`src/rtl/bsc_pkg.sv`:
```
package bsc_pkg;

    typedef enum logic [1:0] {
        TR_IDLE   = 2'b00,
        TR_BUSY   = 2'b01,
        TR_NONSEQ = 2'b10,
        TR_SEQ    = 2'b11
    } trans_e;

    localparam logic [2:0] BURST_SINGLE = 3'b000;

    typedef struct packed {
        logic [31:0] addr;
        trans_e      trans;
        logic [2:0]  burst;
        logic [2:0]  size;
        logic        write;
    } beat_t;

    // Flatten one address-phase beat when its region asks for it.
    function automatic beat_t flatten_beat(beat_t b, logic en);
        beat_t r;
        r = b;
        if (en) begin
            r.burst = BURST_SINGLE;
            case (b.trans)
                TR_SEQ:  r.trans = TR_NONSEQ;
                TR_BUSY: r.trans = TR_IDLE;
                default: r.trans = b.trans;
            endcase
        end
        return r;
    endfunction

endpackage

```
`src/rtl/bsc_map_reg.sv`:
```
module bsc_map_reg #(
    parameter int               NUM_CS     = 4,
    parameter int               REG_AW     = 8,
    parameter logic [REG_AW-1:0] MAP_OFFSET = 8'h08
) (
    input  logic              clk,
    input  logic              rst,
    input  logic              reg_sel,
    input  logic              reg_wr,
    input  logic [REG_AW-1:0] reg_addr,
    input  logic [31:0]       reg_wdata,
    output logic [31:0]       reg_rdata,
    output logic [NUM_CS-1:0] map_q
);
    logic hit_off;
    logic unused_wbits;

    assign hit_off      = reg_sel && (reg_addr == MAP_OFFSET);
    assign unused_wbits = ^reg_wdata[31:NUM_CS];

    always_ff @(posedge clk) begin
        if (rst)
            map_q <= '1;
        else if (hit_off && reg_wr)
            map_q <= reg_wdata[NUM_CS-1:0];
    end

    always_comb begin
        reg_rdata = '0;
        if (hit_off && !reg_wr)
            reg_rdata[NUM_CS-1:0] = map_q;
    end

    // the first cycle after reset sees every region flattened
    assert_reset_all_on_R1: assert property (@(posedge clk) disable iff (rst)
        $past(rst) |-> (map_q == '1));

    // reserved bits never read as anything but zero
    assert_reserved_zero_R2: assert property (@(posedge clk) disable iff (rst)
        reg_rdata[31:NUM_CS] == '0);

endmodule

```
`src/rtl/bsc_region_dec.sv`:
```
module bsc_region_dec #(
    parameter int          NUM_CS      = 4,
    parameter int          REGION_BITS = 24,
    parameter logic [31:0] BASE_ADDR   = 32'h4000_0000
) (
    input  logic [31:0]       addr,
    output logic [NUM_CS-1:0] hit
);
    localparam int IDX_W   = (NUM_CS > 1) ? $clog2(NUM_CS) : 1;
    localparam int TOP_LSB = REGION_BITS + IDX_W;

    logic in_window;
    logic unused_low;

    assign in_window  = (addr[31:TOP_LSB] == BASE_ADDR[31:TOP_LSB]);
    assign unused_low = ^addr[REGION_BITS-1:0];

    for (genvar n = 0; n < NUM_CS; n++) begin : g_rgn
        assign hit[n] = in_window &&
                        (addr[TOP_LSB-1:REGION_BITS] == IDX_W'(n));
    end

endmodule

```
`src/rtl/bsc_beat_rewrite.sv`:
```
module bsc_beat_rewrite
    import bsc_pkg::*;
#(
    parameter int NUM_CS = 4
) (
    input  beat_t             beat_i,
    input  logic [NUM_CS-1:0] hit,
    input  logic [NUM_CS-1:0] mask,
    output beat_t             beat_o,
    output logic              conv_o
);
    assign conv_o = |(hit & mask);
    assign beat_o = flatten_beat(beat_i, conv_o);
endmodule

```
`src/rtl/burst_split_bridge.sv`:
```
module burst_split_bridge
    import bsc_pkg::*;
#(
    parameter int                NUM_CS      = 4,
    parameter int                DATA_W      = 32,
    parameter int                REGION_BITS = 24,
    parameter logic [31:0]       BASE_ADDR   = 32'h4000_0000,
    parameter int                REG_AW      = 8,
    parameter logic [REG_AW-1:0] MAP_OFFSET  = 8'h08
) (
    input  logic              clk,
    input  logic              rst,
    input  logic              reg_sel,
    input  logic              reg_wr,
    input  logic [REG_AW-1:0] reg_addr,
    input  logic [31:0]       reg_wdata,
    output logic [31:0]       reg_rdata,
    input  logic [31:0]       m_haddr,
    input  logic [1:0]        m_htrans,
    input  logic [2:0]        m_hburst,
    input  logic [2:0]        m_hsize,
    input  logic              m_hwrite,
    input  logic [DATA_W-1:0] m_hwdata,
    output logic [DATA_W-1:0] m_hrdata,
    output logic              m_hready,
    output logic              m_hresp,
    output logic [31:0]       s_haddr,
    output logic [1:0]        s_htrans,
    output logic [2:0]        s_hburst,
    output logic [2:0]        s_hsize,
    output logic              s_hwrite,
    output logic [DATA_W-1:0] s_hwdata,
    input  logic [DATA_W-1:0] s_hrdata,
    input  logic              s_hready,
    input  logic              s_hresp
);
    logic [NUM_CS-1:0] map_q, held_q, mask_live, hit;
    logic              hold_q, conv;
    beat_t             beat_in, beat_out;

    bsc_map_reg #(.NUM_CS(NUM_CS), .REG_AW(REG_AW), .MAP_OFFSET(MAP_OFFSET)) u_map (
        .clk(clk), .rst(rst), .reg_sel(reg_sel), .reg_wr(reg_wr),
        .reg_addr(reg_addr), .reg_wdata(reg_wdata), .reg_rdata(reg_rdata),
        .map_q(map_q)
    );

    // A beat stalled in its address phase keeps the flag set it began with.
    assign mask_live = hold_q ? held_q : map_q;

    always_ff @(posedge clk) begin
        if (rst) begin
            hold_q <= 1'b0;
            held_q <= '1;
        end else begin
            hold_q <= !s_hready;
            held_q <= mask_live;
        end
    end

    bsc_region_dec #(.NUM_CS(NUM_CS), .REGION_BITS(REGION_BITS), .BASE_ADDR(BASE_ADDR)) u_dec (
        .addr(m_haddr), .hit(hit)
    );

    assign beat_in = '{addr: m_haddr, trans: trans_e'(m_htrans), burst: m_hburst,
                       size: m_hsize, write: m_hwrite};

    bsc_beat_rewrite #(.NUM_CS(NUM_CS)) u_rw (
        .beat_i(beat_in), .hit(hit), .mask(mask_live),
        .beat_o(beat_out), .conv_o(conv)
    );

    assign s_haddr  = beat_out.addr;
    assign s_htrans = beat_out.trans;
    assign s_hburst = beat_out.burst;
    assign s_hsize  = beat_out.size;
    assign s_hwrite = beat_out.write;
    assign s_hwdata = m_hwdata;
    assign m_hrdata = s_hrdata;
    assign m_hready = s_hready;
    assign m_hresp  = s_hresp;

    // a flattened beat never shows SEQ or BUSY downstream
    assert_conv_no_seq_R3: assert property (@(posedge clk) disable iff (rst)
        conv |-> (s_htrans == TR_IDLE || s_htrans == TR_NONSEQ));

    // a flattened beat carries the SINGLE burst code
    assert_conv_single_R3: assert property (@(posedge clk) disable iff (rst)
        conv |-> (s_hburst == BURST_SINGLE));

    // unflattened beats keep the master's codes
    assert_plain_same_R4: assert property (@(posedge clk) disable iff (rst)
        !conv |-> (s_htrans == m_htrans && s_hburst == m_hburst));

    // while the address phase is stalled, the flag set stays fixed
    assert_mask_frozen_R8: assert property (@(posedge clk) disable iff (rst)
        (!$past(rst) && !$past(s_hready)) |-> (mask_live == $past(mask_live)));

endmodule

```
`config.mk`:
```
export PLATFORM = sky130hd
export DESIGN_NAME = burst_split_bridge
export DESIGN_NICKNAME = d
export VERILOG_FILES = /design/src/rtl/bsc_pkg.sv /design/src/rtl/bsc_map_reg.sv /design/src/rtl/bsc_region_dec.sv /design/src/rtl/bsc_beat_rewrite.sv /design/src/rtl/burst_split_bridge.sv
export SDC_FILE = /design/constraint.sdc
export NUM_CORES = 1
export LEC_CHECK = 0
export BUFFER_PORTS_ARGS = -buffer_cell sky130_fd_sc_hd__buf_2
export CAP_MARGIN = 20
export CORE_AREA = 2 2 112 114
export DETAILED_ROUTE_END_ITERATION = 10
export DIE_AREA = 0 0 114 116
export HOLD_SLACK_MARGIN = 0.08
export SLEW_MARGIN = 20
export SYNTH_ARGS = -nofsm -noshare
export SYNTH_HDL_FRONTEND = slang
export SYNTH_HIERARCHICAL = 1
export SYNTH_SLANG_ARGS = --single-unit
```
`constraint.sdc`:
```
create_clock -name clk -period 2.15 [get_ports clk]
set_input_delay 0.43 -clock clk [delete_from_list [all_inputs] [get_ports clk]]
set_output_delay 0.43 -clock clk [all_outputs]
set_load 0.02 [all_outputs]
```
Yosys cells after proc, flatten, opt, wreduce, memory -nomap -nowiden. Index checks and enable logic that the tools add are counted.

Input bits: 151. Flip-flop bits (word level): 9. Output and inout bits: 139.

Equal/unequal tests: 7. Mux-type cells: 4. Bitwise gates (word level): 1. Reductions and logical operators: 11.

Operator list (number): 8-bit by 4-bit == test with 1-bit output, second input constant (1); 4-bit two-way mux (2); 1-bit logical AND (7); 2-bit == test, second input constant (3); 6-bit by 5-bit == test with 1-bit output, second input constant (1); 5-bit two-way mux (1); 4-bit bitwise AND (1); 2-bit by 1-bit == test with 1-bit output, second input constant (2); 2-bit case mux with 2 select lines (1); 4-bit OR reduction (1); 1-bit logical NOT (2); 2-bit logical NOT (1).

Depth between registers and ports, before layout.
Word-level depth: 5. Gate-level depth with buffers: 4. Mapped depth without buffers: 4.

Modules after synthesis. The synthesis kept the hierarchy.

By module, submodules not included: burst_split_bridge (area an instance 669.4 um2, instances 1, cells each 80); bsc_map_reg (area an instance 440.4 um2, instances 1, cells each 56); bsc_beat_rewrite (area an instance 332.8 um2, instances 1, cells each 48); bsc_region_dec (area an instance 60.1 um2, instances 1, cells each 9).

Worst setup path after synthesis. OpenSTA, ideal clock, no wires.

Path kind: in2out. Start point: input m_haddr[27]. End point: output s_hburst[0]. Data arrival time: 1546 ps. Required time: 1720 ps. Path buffers: 0. Setup slack: 174 ps. Stages: 4. Path through: or4b_4 nor4_1 a22o_1 nor3_1.

Word-level cells in the longest chain between the ends: 5.

Ends and longest elaborated chain: start: declaration (RTL line burst_split_bridge.sv:18) `input logic [31:0] m_haddr,`; 6-bit by 5-bit == test with 1-bit output (RTL line bsc_region_dec.sv:15) `assign in_window = (addr[31:TOP_LSB] == BASE_ADDR[31:TOP_LSB]);`; 1-bit logical AND (RTL line bsc_region_dec.sv:19) `assign hit[n] = in_window &&`; named net hit[2] (RTL line burst_split_bridge.sv:37) `logic [NUM_CS-1:0] map_q, held_q, mask_live, hit;`; 4-bit bitwise AND (RTL line bsc_beat_rewrite.sv:12) `assign conv_o = |(hit & mask);`; 4-bit OR reduction (RTL line bsc_beat_rewrite.sv:12); 5-bit two-way mux (RTL line bsc_pkg.sv:24) `if (en) begin`; end: declaration (RTL line burst_split_bridge.sv:29) `output logic [2:0] s_hburst,`.

The timed path passes the listed nets, and every way through them passes these cells.

Worst setup path in the final report.
Start point: input m_haddr[26]. End point: output s_htrans[0].

Word-level cells in the longest chain between the ends: 5.

Ends and longest elaborated chain: 6-bit by 5-bit == test with 1-bit output (RTL line bsc_region_dec.sv:15); 1-bit logical AND (RTL line bsc_region_dec.sv:19); named net hit[1] (RTL line burst_split_bridge.sv:37); 4-bit bitwise AND (RTL line bsc_beat_rewrite.sv:12); 4-bit OR reduction (RTL line bsc_beat_rewrite.sv:12); 5-bit two-way mux (RTL line bsc_pkg.sv:24); end: declaration (RTL line burst_split_bridge.sv:28) `output logic [1:0] s_htrans,`.

The timed path passes the listed nets, and every way through them passes these cells.

==> results.md <==
Clocking:
- The worst-case clock buffer depth is 2.
- The number of clock sinks is 9.
- The number of clock buffers inserted by TritonCTS is 3.
- The worst-skew pair later-pin latency is 0.23 ns.
- Once the clock tree was built, the setup fixing pass inserted 0 buffers.
- In this run the number of H-tree levels came out at 1.
- TritonCTS built the clock tree.
- The register clock-pin slew on the reported worst setup and hold paths is 0.04 ns.
- The root buffer cell is sky130_fd_sc_hd__clkbuf_16.

Die:
- In this run the vertical extent of the chip is 116 um.
- The overall die area is 13,200 um2.
- The placeable core area is 11,900 um2.
- The I/O pin count is 290.
- For this configuration, the core starts out at a cell density of 0.126.
- The width of the die is 114 um.
- The number of standard-cell rows in the floorplan is 40.

Drt:
- The final wirelength is 2830 um.
- The routed via count divided by cell count is 2.92.
- The mean routed wirelength per cell is 10.0 um.
- The initial DRC count is 14.
- The post-detailed-route DRC marker count is 0.
- The post-detailed-route count of antenna-violating nets is 0.
- The routed layout has 826 vias.
- The pre-antenna-repair detailed-routing pass consisted of 3 iterations.

Power:
- The logic gate share of total power is 0.211.
- The share of total power dissipated in sequential elements is 0.272.
- Of the total power, the share spent switching nets is 0.271.
- The cell internal power dissipation is 457 uW.
- The net switching power is 170 uW.
- For this design the ratio of total power to cell area is 527 nW/um2.
- The clock share of power is 0.517.
- Summed over all cells, the static leakage comes to 0.000541 uW.
- IR analysis of the VDD net gives a maximum drop of 0.200 mV.

GRT:
- The via count of the first global-routing pass is 707.
- The initial antenna violation count is 0.
- The maximum number of pins on one net before global-route repair is 14.
- For this run, the total global-route usage over all layers was measured as 0.0403.
- The first global-routing pass estimated 3800 um of wire.
- After global routing the overflow that remains totals 0.

STA:
- On the final layout, the worst clock skew is 0.000203 ns.
- The share of the clock period used by the worst path after layout is 0.993.
- The setup-violating endpoint count in the final report is 0.
- The number of pins with negative max-slew slack in the final report is 0.
- The clock period could shrink to 2.13 ns.
- The worst slack on hold paths is 0.383 ns.
- Static timing analysis puts the maximum clock frequency at 468 MHz.
- Across all setup checks in the final design, the least slack found is 0.0153 ns.
- Setup repair after global routing could not meet its margin everywhere.
- The hold violation total from the final report is 0.

Placed design:
- At the placement stage, the worst setup path has a slack of -0.185 ns.
- The final HPWL from detailed placement is 2350 um.
- The final weighted congestion in routability-driven placement is 0.631.
- Summing all placed instances gives a cell area of 1030 um2.
- During placement, the flow inserted port buffers numbering 45.

Status:
- The run finished with clean final reports.

Synthesis:
- The post-synthesis cell area is 1500 um2.
- The average instance area after synthesis is 7.79 um2.
- Synthesis handed over a netlist of 192 instances.
- Yosys printed 6 warnings.

Setup path:
- The type of element capturing the critical path is an output pin.
- The data arrival time of the critical path is 1.70 ns.
- The top fanout value on the critical path is 4.
- The largest single stage delay on the critical path is 0.58 ns.
- The worst setup path is launched from an input port.
- The critical path goes through buf_6, or4b_4, nor4_2, a22o_2, nor3_2, buf_4.
- By startpoint and endpoint, the worst setup path is classified as in2out.
- Among cell families on the critical path, the largest total delay comes from simple AND/OR/NAND/NOR gates.
- The data required time of the critical path is 1.72 ns.
- The slowest stage of the critical path belongs to the cell sky130_fd_sc_hd__or4b_4.
- The critical path contains buffers and inverters numbering 2 combined.

Layout:
- Leaving out fill and tap cells, the most frequent cells in the layout are sky130_fd_sc_hd__buf_2, sky130_fd_sc_hd__conb_1, sky130_fd_sc_hd__nor2_1.
- The layout net count is 288.
- The most common cell after layout, fill and taps aside is sky130_fd_sc_hd__buf_2.
- The area added between synthesis and finish is -20.7%.
- The post-route standard cell area excluding fillers is 1190 um2.
- Of the cells placed in the final design, the portion with a size suffix greater than 1 is 0.478.
- The number of antenna diodes in the final layout is 0.

Job:
- Across the run, the number of max-cap violations was 0.

Worst hold path:
- The path class of the tightest hold or removal check is in2reg.
area by class of cell:
cell class	count	area (um2)
Fill cell	1413	10700
Multi-Input combinational cell	73	477
Timing Repair Buffer	46	251
Tap cell	147	184
Sequential cell	9	181
Clock buffer	4	78.8
Inverter	4	15.0
flip-flops by register name, indices dropped and copies added, names as in the netlist:
register and count:
held_q 4, hold_q 1, u_map/map_q 4
power groups by stage:
stage               sequential [uW]  combinational (uW)  clock, uW
global route                    171                 143        342
global placement                173                 122          0
CTS                             170                 129        330
finish                          171                 132        324
detailed placement              173                 122          0
floorplan                       173                 382          0
metrics by stage:
step                      total power (uW)  utilization  instances  TNS [ns]
after floorplan                        554            -        219         0
after global placement                 295       0.0861        279    -0.606
after detailed placement               295       0.0861        279    -0.691
after CTS                              629       0.0966        283    -0.147
after global routing                   656       0.0997        283    -0.151
final                                  626       0.0997        283         0
routing by layer:
| layer | wire [um] | share of wire | global-route usage | up-vias |
|---|---|---|---|---|
| li1 | - | - | - | 336 |
| met1 | 901 | 0.32 | 0.0336 | 335 |
| met2 | 1110 | 0.39 | 0.0563 | 109 |
| met3 | 463 | 0.16 | 0.0194 | 46 |
| met4 | 355 | 0.13 | 0.0659 | 0 |
| met5 | 0 | 0 | 0 | - |
repair_timing:
| item | in CTS | in global routing |
|---|---|---|
| resized for setup | 10 | 9 |
| pin swaps | 8 | 2 |
| hold buffers | 0 | 0 |
| endpoints found under the setup margin | 4 | 8 |
path summary, 6_finish.rpt:
| kind | startpoint | to | slack [ns] | depth (start not counted) |
|---|---|---|---|---|
| setup / recovery | m_haddr[26] | s_htrans[0] | 0.02 | 6 |
| hold / removal | s_hready | hold_q | 0.38 | 2 |
| setup reg to reg | hold_q | held_q[1] | 1.08 | 2 |
| hold reg to reg | u_map/map_q[3] | u_map/map_q[3] | 0.54 | 2 |
Note: power is estimated with default switching activity, not from simulation.
